<file path="config.mk">
export PLATFORM = sky130hd
export DESIGN_NAME = tmr_channel
export DESIGN_NICKNAME = d
export VERILOG_FILES = /design/src/rtl/tmr_pkg.sv /design/src/rtl/tmr_step.sv /design/src/rtl/tmr_incr.sv /design/src/rtl/tmr_load_regs.sv /design/src/rtl/tmr_wave_ctrl.sv /design/src/rtl/tmr_channel.sv
export SDC_FILE = /design/constraint.sdc
export NUM_CORES = 1
export LEC_CHECK = 0
export ABC_AREA = 1
export BUFFER_PORTS_ARGS = -buffer_cell sky130_fd_sc_hd__buf_4
export CORE_MARGIN = 2
export CORE_UTILIZATION = 30
export CTS_CLUSTER_SIZE = 25
export DETAILED_ROUTE_END_ITERATION = 7
export PLACE_DENSITY = 0.57
export REMOVE_ABC_BUFFERS = 1
export SLEW_MARGIN = 20
export SYNTH_ARGS = -nofsm -noshare
export SYNTH_HDL_FRONTEND = slang
export SYNTH_HIERARCHICAL = 1
export SYNTH_SLANG_ARGS = --single-unit
</file>
<file path="constraint.sdc">
create_clock -name clk_i -period 12 [get_ports clk_i]
set_input_delay 0.6 -clock clk_i [delete_from_list [all_inputs] [get_ports clk_i]]
set_output_delay 0.6 -clock clk_i [all_outputs]
set_load 0.005 [all_outputs]
</file>
<file path="src/rtl/tmr_pkg.sv">
package tmr_pkg;
  typedef enum logic [2:0] {
    M_TERM    = 3'd0,
    M_ONESHOT = 3'd1,
    M_RATE    = 3'd2,
    M_SQUARE  = 3'd3,
    M_SWSTB   = 3'd4,
    M_HWSTB   = 3'd5
  } tmr_mode_e;

  // codes 6 and 7 fold onto the rate and square modes
  function automatic tmr_mode_e fold_mode(logic [2:0] m);
    if (m[2:1] == 2'b11) return tmr_mode_e'({1'b0, m[1:0]});
    return tmr_mode_e'(m);
  endfunction
endpackage

</file>
<file path="src/rtl/tmr_step.sv">
module tmr_step #(
  parameter int CNT_W = 16
) (
  input  logic [CNT_W-1:0] val_i,
  input  logic             bcd_i,
  input  logic             two_i,
  output logic [CNT_W-1:0] res_o
);
  localparam int ND = CNT_W / 4;

  logic [ND-1:0]    bw;
  logic [CNT_W-1:0] bcd_res;
  logic [CNT_W-1:0] bin_res;

  assign bw[0] = 1'b0;

  for (genvar i = 0; i < ND; i++) begin : g_dig
    logic [4:0] sub;
    logic [4:0] diff;
    assign sub  = (i == 0) ? (two_i ? 5'd2 : 5'd1) : 5'd0;
    assign diff = {1'b0, val_i[4*i +: 4]} - sub - {4'd0, bw[i]};
    assign bcd_res[4*i +: 4] = diff[4] ? (diff[3:0] + 4'd10) : diff[3:0];
    if (i < ND - 1) begin : g_bw
      assign bw[i+1] = diff[4];
    end
  end

  assign bin_res = val_i - (two_i ? CNT_W'(2) : CNT_W'(1));
  assign res_o   = bcd_i ? bcd_res : bin_res;
endmodule

</file>
<file path="src/rtl/tmr_incr.sv">
module tmr_incr #(
  parameter int CNT_W = 16
) (
  input  logic [CNT_W-1:0] val_i,
  input  logic             bcd_i,
  output logic [CNT_W-1:0] res_o
);
  localparam int ND = CNT_W / 4;

  logic [ND-1:0]    cy;
  logic [CNT_W-1:0] bcd_res;

  assign cy[0] = 1'b1;

  for (genvar i = 0; i < ND; i++) begin : g_dig
    logic [4:0] sum;
    assign sum = {1'b0, val_i[4*i +: 4]} + {4'd0, cy[i]};
    assign bcd_res[4*i +: 4] = (sum == 5'd10) ? 4'd0 : sum[3:0];
    if (i < ND - 1) begin : g_cy
      assign cy[i+1] = (sum == 5'd10);
    end
  end

  assign res_o = bcd_i ? bcd_res : (val_i + CNT_W'(1));
endmodule

</file>
<file path="src/rtl/tmr_load_regs.sv">
module tmr_load_regs #(
  parameter int CNT_W  = 16,
  parameter int BYTE_W = 8
) (
  input  logic              clk_i,
  input  logic              rst_ni,
  input  logic              cfg_we_i,
  input  logic              we_i,
  input  logic [BYTE_W-1:0] byte_i,
  output logic              lo_wr_o,
  output logic              load_o,
  output logic [CNT_W-1:0]  reload_o
);
  localparam int NB = CNT_W / BYTE_W;
  localparam int PW = (NB > 1) ? $clog2(NB) : 1;

  logic [PW-1:0]    ptr_q;
  logic [CNT_W-1:0] hold_q;
  logic             load_q;
  logic             wr;
  logic             last;

  assign wr      = we_i && !cfg_we_i;
  assign last    = (ptr_q == PW'(NB - 1));
  assign lo_wr_o = wr && (ptr_q == '0);

  always_ff @(posedge clk_i or negedge rst_ni) begin
    if (!rst_ni) begin
      ptr_q  <= '0;
      load_q <= 1'b0;
      hold_q <= '0;
    end else begin
      load_q <= wr && last;
      if (cfg_we_i) ptr_q <= '0;
      else if (wr) ptr_q <= last ? '0 : ptr_q + PW'(1);
      if (wr) begin
        for (int b = 0; b < NB; b++) begin
          if (ptr_q == PW'(b)) hold_q[b*BYTE_W +: BYTE_W] <= byte_i;
        end
      end
    end
  end

  assign load_o   = load_q;
  assign reload_o = hold_q;
endmodule

</file>
<file path="src/rtl/tmr_wave_ctrl.sv">
module tmr_wave_ctrl
  import tmr_pkg::*;
#(
  parameter int CNT_W = 16
) (
  input  logic             clk_i,
  input  logic             rst_ni,
  input  logic             cfg_we_i,
  input  tmr_mode_e        cfg_mode_i,
  input  logic             cfg_bcd_i,
  input  logic             lo_wr_i,
  input  logic             load_i,
  input  logic [CNT_W-1:0] reload_i,
  input  logic [CNT_W-1:0] hi_val_i,
  input  logic [CNT_W-1:0] lo_val_i,
  input  logic             gate_i,
  input  logic             trig_i,
  input  logic [CNT_W-1:0] dec_i,
  output logic [CNT_W-1:0] cnt_o,
  output logic             out_o,
  output tmr_mode_e        mode_o,
  output logic             bcd_o,
  output logic             armed_o
);
  localparam logic [CNT_W-1:0] ONE = CNT_W'(1);
  localparam logic [CNT_W-1:0] TWO = CNT_W'(2);

  tmr_mode_e        mode_q;
  logic             bcd_q, armed_q, run_q, out_q;
  logic [CNT_W-1:0] cnt_q;
  logic             dec_zero;

  assign dec_zero = (dec_i == '0);

  always_ff @(posedge clk_i or negedge rst_ni) begin
    if (!rst_ni) begin
      mode_q  <= M_TERM;
      bcd_q   <= 1'b0;
      armed_q <= 1'b0;
      run_q   <= 1'b0;
      out_q   <= 1'b1;
      cnt_q   <= '0;
    end else if (cfg_we_i) begin
      mode_q  <= cfg_mode_i;
      bcd_q   <= cfg_bcd_i;
      armed_q <= 1'b0;
      run_q   <= 1'b0;
      out_q   <= (cfg_mode_i != M_TERM);
    end else if (load_i) begin
      armed_q <= 1'b1;
      case (mode_q)
        M_TERM: begin
          cnt_q <= reload_i;
          run_q <= 1'b1;
          out_q <= 1'b0;
        end
        M_RATE, M_SWSTB: begin
          cnt_q <= reload_i;
          run_q <= 1'b1;
          out_q <= 1'b1;
        end
        M_SQUARE: begin
          cnt_q <= hi_val_i;
          out_q <= 1'b1;
        end
        default: ;  // gate-started modes wait for a trigger
      endcase
    end else begin
      if (armed_q) begin
        case (mode_q)
          M_TERM, M_SWSTB: begin
            if (mode_q == M_SWSTB && !out_q) out_q <= 1'b1;
            if (gate_i) begin
              cnt_q <= dec_i;
              if (run_q && dec_zero) begin
                run_q <= 1'b0;
                out_q <= (mode_q == M_TERM);
              end
            end
          end
          M_ONESHOT, M_HWSTB: begin
            if (mode_q == M_HWSTB && !out_q) out_q <= 1'b1;
            if (trig_i) begin
              cnt_q <= reload_i;
              run_q <= 1'b1;
              out_q <= (mode_q == M_HWSTB);
            end else if (run_q) begin
              cnt_q <= dec_i;
              if (dec_zero) begin
                run_q <= 1'b0;
                out_q <= (mode_q == M_ONESHOT);
              end
            end
          end
          M_RATE: begin
            if (!gate_i || cnt_q == ONE) begin
              cnt_q <= reload_i;
              out_q <= 1'b1;
            end else begin
              cnt_q <= dec_i;
              if (dec_i == ONE) out_q <= 1'b0;
            end
          end
          M_SQUARE: begin
            if (!gate_i) begin
              cnt_q <= hi_val_i;
              out_q <= 1'b1;
            end else if (cnt_q == TWO) begin
              out_q <= !out_q;
              cnt_q <= out_q ? lo_val_i : hi_val_i;
            end else begin
              cnt_q <= dec_i;
            end
          end
          default: ;
        endcase
      end
      // a fresh low byte in mode 0 drops the output at once
      if (lo_wr_i && mode_q == M_TERM) begin
        out_q <= 1'b0;
        run_q <= 1'b0;
      end
    end
  end

  assign cnt_o   = cnt_q;
  assign out_o   = out_q;
  assign mode_o  = mode_q;
  assign bcd_o   = bcd_q;
  assign armed_o = armed_q;
endmodule

</file>
<file path="src/rtl/tmr_channel.sv">
module tmr_channel
  import tmr_pkg::*;
#(
  parameter int CNT_W  = 16,
  parameter int BYTE_W = 8
) (
  input  logic              clk_i,
  input  logic              rst_ni,
  input  logic              cfg_we_i,
  input  logic [2:0]        cfg_mode_i,
  input  logic              cfg_bcd_i,
  input  logic              cnt_we_i,
  input  logic [BYTE_W-1:0] cnt_byte_i,
  input  logic              gate_i,
  output logic              out_o,
  output logic [CNT_W-1:0]  count_o
);
  logic             gate_q, trig_w;
  logic             lo_wr_w, load_w, bcd_w, armed_w;
  logic [CNT_W-1:0] reload_w, reload_dn_w, reload_up_w;
  logic [CNT_W-1:0] hi_val_w, lo_val_w, cnt_w, dec_w;
  tmr_mode_e        mode_w;

  always_ff @(posedge clk_i or negedge rst_ni) begin
    if (!rst_ni) gate_q <= 1'b1;
    else         gate_q <= gate_i;
  end
  assign trig_w = gate_i && !gate_q;

  tmr_load_regs #(.CNT_W(CNT_W), .BYTE_W(BYTE_W)) u_load (
    .clk_i    (clk_i),
    .rst_ni   (rst_ni),
    .cfg_we_i (cfg_we_i),
    .we_i     (cnt_we_i),
    .byte_i   (cnt_byte_i),
    .lo_wr_o  (lo_wr_w),
    .load_o   (load_w),
    .reload_o (reload_w)
  );

  tmr_step #(.CNT_W(CNT_W)) u_cnt_step (
    .val_i (cnt_w),
    .bcd_i (bcd_w),
    .two_i (mode_w == M_SQUARE),
    .res_o (dec_w)
  );

  tmr_step #(.CNT_W(CNT_W)) u_rel_dn (
    .val_i (reload_w),
    .bcd_i (bcd_w),
    .two_i (1'b0),
    .res_o (reload_dn_w)
  );

  tmr_incr #(.CNT_W(CNT_W)) u_rel_up (
    .val_i (reload_w),
    .bcd_i (bcd_w),
    .res_o (reload_up_w)
  );

  // odd counts: one extra clock in the high half
  assign hi_val_w = reload_w[0] ? reload_up_w : reload_w;
  assign lo_val_w = reload_w[0] ? reload_dn_w : reload_w;

  tmr_wave_ctrl #(.CNT_W(CNT_W)) u_ctrl (
    .clk_i      (clk_i),
    .rst_ni     (rst_ni),
    .cfg_we_i   (cfg_we_i),
    .cfg_mode_i (fold_mode(cfg_mode_i)),
    .cfg_bcd_i  (cfg_bcd_i),
    .lo_wr_i    (lo_wr_w),
    .load_i     (load_w),
    .reload_i   (reload_w),
    .hi_val_i   (hi_val_w),
    .lo_val_i   (lo_val_w),
    .gate_i     (gate_i),
    .trig_i     (trig_w),
    .dec_i      (dec_w),
    .cnt_o      (cnt_w),
    .out_o      (out_o),
    .mode_o     (mode_w),
    .bcd_o      (bcd_w),
    .armed_o    (armed_w)
  );

  assign count_o = cnt_w;
endmodule

</file>
==> results of run 1 <==
-- worst paths after layout --
path                                              start                               to  slack (ps)  cells after the start
max                        u_ctrl/mode_o[1]$_DFFE_PN0P_         u_ctrl/out_o$_DFFE_PN1P_        6780                     33
min                                              rst_ni      u_ctrl/cnt_o[1]$_DFFE_PN0P_         290                      1
max reg2reg                u_ctrl/mode_o[1]$_DFFE_PN0P_         u_ctrl/out_o$_DFFE_PN1P_        6780                     33
min reg2reg                    u_ctrl/bcd_o$_DFFE_PN0P_         u_ctrl/bcd_o$_DFFE_PN0P_         510                      1
max in group asynchronous                        rst_ni  u_load/reload_o[12]$_DFFE_PN0P_       11310                      1
min in group clk_i                               gate_i                 gate_q$_DFF_PN1_         510                      1
-- placed cells by master (no fill, tap or decap), types with 3 or more instances in the layout --
master | synthesis | layout
o21ai_1 | 3 | 3
mux2i_1 | 4 | 4
xor2_1 | 14 | 14
nand4_1 | 23 | 23
nor3_1 | 4 | 4
ha_1 | 32 | 32
nand2_1 | 447 | 447
nor2_2 | 15 | 15
o31ai_1 | 4 | 4
nor2_4 | 5 | 5
nand3_1 | 96 | 96
nor2_1 | 145 | 145
a31oi_1 | 9 | 9
a21oi_1 | 36 | 36
or2_2 | 4 | 4
o21ai_0 | 43 | 43
nand2_4 | 10 | 10
clkbuf_16 | 0 | 5
xnor2_1 | 7 | 7
dfrtp_1 | 40 | 40
nand2_2 | 12 | 12
inv_1 | 120 | 120
inv_2 | 15 | 15
buf_4 | 7 | 37
nand3b_1 | 4 | 4
-- flip-flops by register name, summed over array words and instances (netlist names) --
signal           count
gate_q               1
u_load/reload_o     16
u_ctrl/bcd_o         1
u_load/load_o        1
u_load/last          1
u_ctrl/run_q         1
u_ctrl/armed_o       1
u_ctrl/mode_o        3
u_ctrl/out_o         1
u_ctrl/cnt_o        16
-- power groups by stage --
| stage | logic (mW) | clock network, mW | registers, mW |
|---|---|---|---|
| after CTS | 0.775 | 0.161 | 0.306 |
| after floorplan | 0.554 | 0 | 0.276 |
| after detailed placement | 0.770 | 0 | 0.309 |
| after global placement | 0.766 | 0 | 0.308 |
| final | 0.779 | 0.157 | 0.305 |
| after global routing | 0.897 | 0.167 | 0.317 |
-- through the flow --
stage | setup slack [ps] | cells | power (mW)
detailed placement | 6810 | 1435 | 1.08
floorplan | 7140 | 1123 | 0.830
finish | 6780 | 1443 | 1.24
global route | 6140 | 1443 | 1.38
global placement | 6990 | 1435 | 1.07
CTS | 6800 | 1443 | 1.24
-- cell type report --
cell class | count | area [um^2] | area share (%)
Clock buffer | 7 | 133 | 1.88
Clock inverter | 1 | 30.0 | 0.427
Inverter | 139 | 534 | 7.59
Multi-Input combinational cell | 942 | 4670 | 66.3
Sequential cell | 42 | 1050 | 15.0
Tap cell | 275 | 344 | 4.89
Timing Repair Buffer | 37 | 278 | 3.95
-- worst max-delay path, delay by kind of cell (launching register included) --
| kind | cells | cell delay, ps |
|---|---|---|
| xor gates and xnor gates | 1 | 160 |
| buffers and inverters | 5 | 530 |
| and+or+nand+nor | 16 | 1620 |
| adders and majority gates | 8 | 1870 |
| AOI/OAI and AO/OA | 3 | 510 |
| DFF | 1 | 440 |
-- metal layers --
metal,GRT usage (%),vias to the layer above,share of wire (%)
li1,-,3655,-
met1,25.8,3224,47
met2,30.5,194,46
met3,2.02,26,5.0
met4,5.23,0,1.7
met5,0,-,0
-- kinds of logic after synthesis --
group,after synthesis
and+or+nand+nor,774
buffers and inverters,169
AOI/OAI and AO/OA,105
DFF,42
adders and majority gates,34
xor gates and xnor gates,23
muxes,5
other,1
==> flow_summary_export.csv, run 1 <==
group,metric,value,unit
grt,grt_pass1_vias,6558,
clocking,htree_levels,2,
die,die_w,151,um
synthesis,postSynthAreaPerCell,5.63,um^2
worst_setup_path,cp-end-kind,"flip-flop",
synthesis,yosys.area_share.adder,6.79,%
timing,setup-tns-final,0,ps
clocking,clockBufferDepth,2,
placed_design,port_buffers,33,
synthesis,postSynth.asyncResetShare,100,%
synthesis,ys_ff_latch,42,
timing,timing.hold.ws,293,ps
timing,tightest_slew,809,ps
synthesis,synth_top_flop_cell,"dfrtp_1",
worst_setup_path,cpMostUsedCell,"nand2_1",
synthesis,synth_area_leaders,"nand2_1 (26%), dfrtp_1 (15%), nor2_1 (8.4%)",
timing,finalHoldViolCount,0,
grt,grt_usage,18.6,%
clocking,path_clk_slew,60,ps
grt,grt_max_degree,43,
clocking,numClockSinks,42,
pwr,power_switching,674,uW
job,drv_cap,0,
pwr,clkPwrFrac,12.6,%
timing,max_freq,0.191,GHz
synthesis,synth_top_area_share,25.9,%
synthesis,ys.warnings.count,6,
synthesis,synthCells,1153,
worst_setup_path,cp_slowest_cell,"dfrtp_1",
grt,grt_pass1_wl,33.6,mm
die,core,0.0212,mm^2
pwr,p_seq_share,24.6,%
routing,drtPass1Iterations,6,
routing,drt_iter0_drc,552,
layout,num_antenna_cells,0,
clocking,post_cts_resized,0,
synthesis,yosysMostFrequentCell,"nand2_1",
worst_setup_path,path_class,"reg2reg",
run_status,run_status,"completed",
synthesis,synth_xor_area_share,3.34,%
placed_design,dp_hpwl,15.8,mm
pwr,power.density,176,mW/mm^2
timing,finalClockSkew,4.87,ps
worst_setup_path,arrival,5450,ps
die,die_h,151,um
pwr,peakVddDrop,74.5,uV
synthesis,synth_compound_gate_area_share,8.87,%
synthesis,synthTopCellsByCount,"nand2_1 (447), nor2_1 (145), inv_1 (120)",
worst_setup_path,critPathMaxFanout,7,
die,num_rows,53,
layout,fin_area,0.00704,mm^2
synthesis,yosysSeqAreaShare,16.2,%
placed_design,gp_congestion,0.889,
placed_design,dpl_cell_area,0.00688,mm^2
routing,ant_nets,0,
clocking,cts_tree,"yes",
layout,fin_nets,1218,
grt,antenna_found_initial,0,
synthesis,synth_edf_count,0,
worst_setup_path,cpPeakStageDelay,440,ps
layout,nFillCells,2422,
layout,layout-drive-gt1-share,10.4,%
die,ios,34,
grt,gr-total-overflow,0,
die,die_area,0.0228,mm^2
routing,vias_per_cell,4.92,
synthesis,ys_types,53,
clocking,clock-root-buffer,"clkbuf_16",
clocking,worst_skew_pair.late_latency,300,ps
pwr,leakagePower,3.85,nW
clocking,cts_setup_buffers,0,
pwr,swShare,54.3,%
layout,syn2layout_area_growth,8.51,%
synthesis,synth_top_family_by_area,"simple AND/OR/NAND/NOR gates",
routing,wl_per_cell,14.3,um
timing,period_minus_slack,5220,ps
timing,post-route-period-util,43.5,%
die,initial_utilization,30.7,%
synthesis,yosys.area.top_type,"nand2_1",
worst_setup_path,cp-start-kind,"flip-flop",
pwr,p_int,567,uW
timing,drv_slew,0,
routing,vias,7099,
hold_path,hold_class,"in2async",
timing,max_slew_margin,46.1,%
clocking,postCtsHoldBufs,0,
synthesis,syn_area,0.00649,mm^2
clocking,numCtsBuffers,5,
routing,post-route-drc-count,0,
synthesis,yosys.area_share.simple,52.1,%
worst_setup_path,worst_ep_required_time,12230,ps
routing,drt_wl_total,20.6,mm
pwr,combinationalPowerShare,62.8,%
synthesis,synthMuxAreaShare,0.791,%
timing,grt_setup_unrepaired,"no",
timing,setup_violations,0,
layout,postLayoutCoreUtil,33.3,%
Note: power is estimated with default switching activity, not from simulation.
==> run 2: changes to the inputs <==
==> constraint.sdc (replaced) <==
create_clock -name clk_i -period 5 [get_ports clk_i]
set_input_delay 0.25 -clock clk_i [delete_from_list [all_inputs] [get_ports clk_i]]
set_output_delay 0.25 -clock clk_i [all_outputs]
set_load 0.005 [all_outputs]
==> run 2 against run 1 <==
Net effect:
- total power up 150%
- cell area increased by 4.0%
- clock power is 110% higher
- register-to-register slack worse by 6400 ps
- flip-flop and latch count is the same
- critical path depth up 2
- non-clock buffer count increased by 19
- clock skew about the same
- critical path type unchanged
- largest power group unchanged
- highest routed layer unchanged
==> flow_summary_export.csv, run 2 (same netlist as run 1, synthesis figures left out) <==
group,metric,value,unit
layout,stdcell_count,1462,
worst_setup_path,cp-end-kind,"flip-flop",
clocking,worst_skew_pair.late_latency,290,ps
worst_setup_path,worst_ep_required_time,5220,ps
pwr,power.density,417,mW/mm^2
worst_setup_path,arrival,4820,ps
die,die_h,151,um
timing,max_freq,0.217,GHz
routing,drtPass1Iterations,8,
placed_design,dp_hpwl,16.0,mm
hold_path,hold_class,"in2reg",
die,die_w,151,um
grt,gr-total-overflow,0,
grt,grt_max_degree,43,
timing,max_slew_margin,31.9,%
placed_design,gp_congestion,0.897,
timing,tightest_slew,1020,ps
layout,layout-drive-gt1-share,14.4,%
timing,finalHoldViolCount,0,
timing,period_minus_slack,4600,ps
hold_path,worstHoldStart,"gate_i",
routing,drt_wl_total,21.0,mm
worst_setup_path,critPathMaxFanout,6,
placed_design,pre_cts_ws,87.7,ps
pwr,peakVddDrop,134,uV
clocking,htree_levels,2,
timing,finalClockSkew,5.22,ps
layout,syn2layout_area_growth,12.9,%
routing,post-route-drc-count,0,
routing,wl_per_cell,14.3,um
routing,vias_per_cell,4.94,
job,drv_cap,0,
grt,grt_pass1_wl,33.5,mm
die,core,0.0212,mm^2
die,initial_utilization,30.7,%
routing,ant_nets,0,
timing,setup_violations,0,
layout,final_common_cell,"nand2_1",
die,die_area,0.0228,mm^2
worst_setup_path,cp_slowest_cell,"dfrtp_2",
layout,fin_nets,1237,
grt,grt_usage,18.5,%
routing,vias,7222,
pwr,leakagePower,3.92,nW
timing,fin_ws,401,ps
clocking,clock-root-buffer,"clkbuf_16",
placed_design,port_buffers,33,
routing,drt_iter0_drc,515,
timing,setup-tns-final,0,ps
timing,post-route-period-util,92.0,%
clocking,numClockSinks,42,
timing,drv_slew,0,
clocking,numCtsBuffers,5,
die,ios,34,
worst_setup_path,rr_startpoint,"u_load/reload_o[0]$_DFFE_PN0P_",
placed_design,dp.cells,1446,
worst_setup_path,setup.worst_path.start,"u_load/reload_o[0]$_DFFE_PN0P_",
pwr,p_total,3.05,mW
worst_setup_path,cp-start-kind,"flip-flop",
layout,num_antenna_cells,0,
grt,antenna_found_initial,0,
worst_setup_path,path_class,"reg2reg",
grt,grt_pass1_vias,6552,
layout,most-common-layout-cells,"nand2_1 (443), nor2_1 (143), inv_1 (114)",
worst_setup_path,cpPeakStageDelay,460,ps
die,num_rows,53,
clocking,clockBufferDepth,2,
run_status,run_status,"completed",
clocking,cts_tree,"yes",
worst_setup_path,cpMostUsedCell,"nand2_1",
clocking,path_clk_slew,60,ps
## run 2: per-stage QoR
| stage | cell area [um^2] | utilization, % | hold WS [ps] |
|---|---|---|---|
| floorplan | 6250 | - | -45.6 |
| global placement | 6960 | 32.9 | 280 |
| detailed placement | 6960 | 32.9 | 286 |
| CTS | 7120 | 33.6 | 168 |
| global route | 7320 | 34.6 | 164 |
| finish | 7320 | 34.6 | 175 |
## run 2: final timing paths
kind                                             endpoint  slack, ps  cells after the start
setup / recovery             u_ctrl/cnt_o[15]$_DFFE_PN0P_        400                     35
hold / removal                           gate_q$_DFF_PN1_        170                      1
setup reg to reg             u_ctrl/cnt_o[15]$_DFFE_PN0P_        400                     35
hold reg to reg                u_ctrl/armed_o$_DFFE_PN0N_        580                      2
max in group asynchronous  u_load/reload_o[0]$_DFFE_PN0P_       4090                      2
min in group asynchronous     u_ctrl/cnt_o[0]$_DFFE_PN0P_        490                      2
## run 2: timing repair
item	in CTS	in global routing
endpoints found under the setup margin	0	5
gates resized for setup	0	42
buffers inserted	0	7
hold buffers	1	0
endpoints found under the hold margin	40	0
## run 2: area by class of cell
| class | count | area [um^2] |
|---|---|---|
| Fill cell | 2391 | 13800 |
| Multi-Input combinational cell | 942 | 4810 |
| Sequential cell | 42 | 1060 |
| Inverter | 139 | 534 |
| Timing Repair Buffer | 56 | 430 |
| Tap cell | 275 | 344 |
| Clock buffer | 8 | 146 |
## run 2: power breakdown
| part | switching, mW | internal (mW) | total [mW] |
|---|---|---|---|
| Clock | 0.133 | 0.199 | 0.332 |
| Combinational | 1.23 | 0.757 | 1.99 |
| Sequential | 0.297 | 0.436 | 0.732 |
## run 2: critical path, delay by kind of cell, from the launching register on
family | cells | cell delay, ps
XOR/XNOR | 2 | 330
AO/OA/AOI/OAI | 2 | 190
flip-flops | 1 | 460
AND/OR/NAND/NOR | 20 | 1850
adder cells (fa/ha/maj) | 7 | 1460
buffers and inverters | 4 | 250
## run 2: metal layers
layer  track usage, %  wire (um)  vias to the layer above
li1                 -          -                     3706
met1             25.6       9970                     3307
met2             31.5       9680                      184
met3             1.69        978                       25
met4             3.93        340                        0
met5                0          0                        -
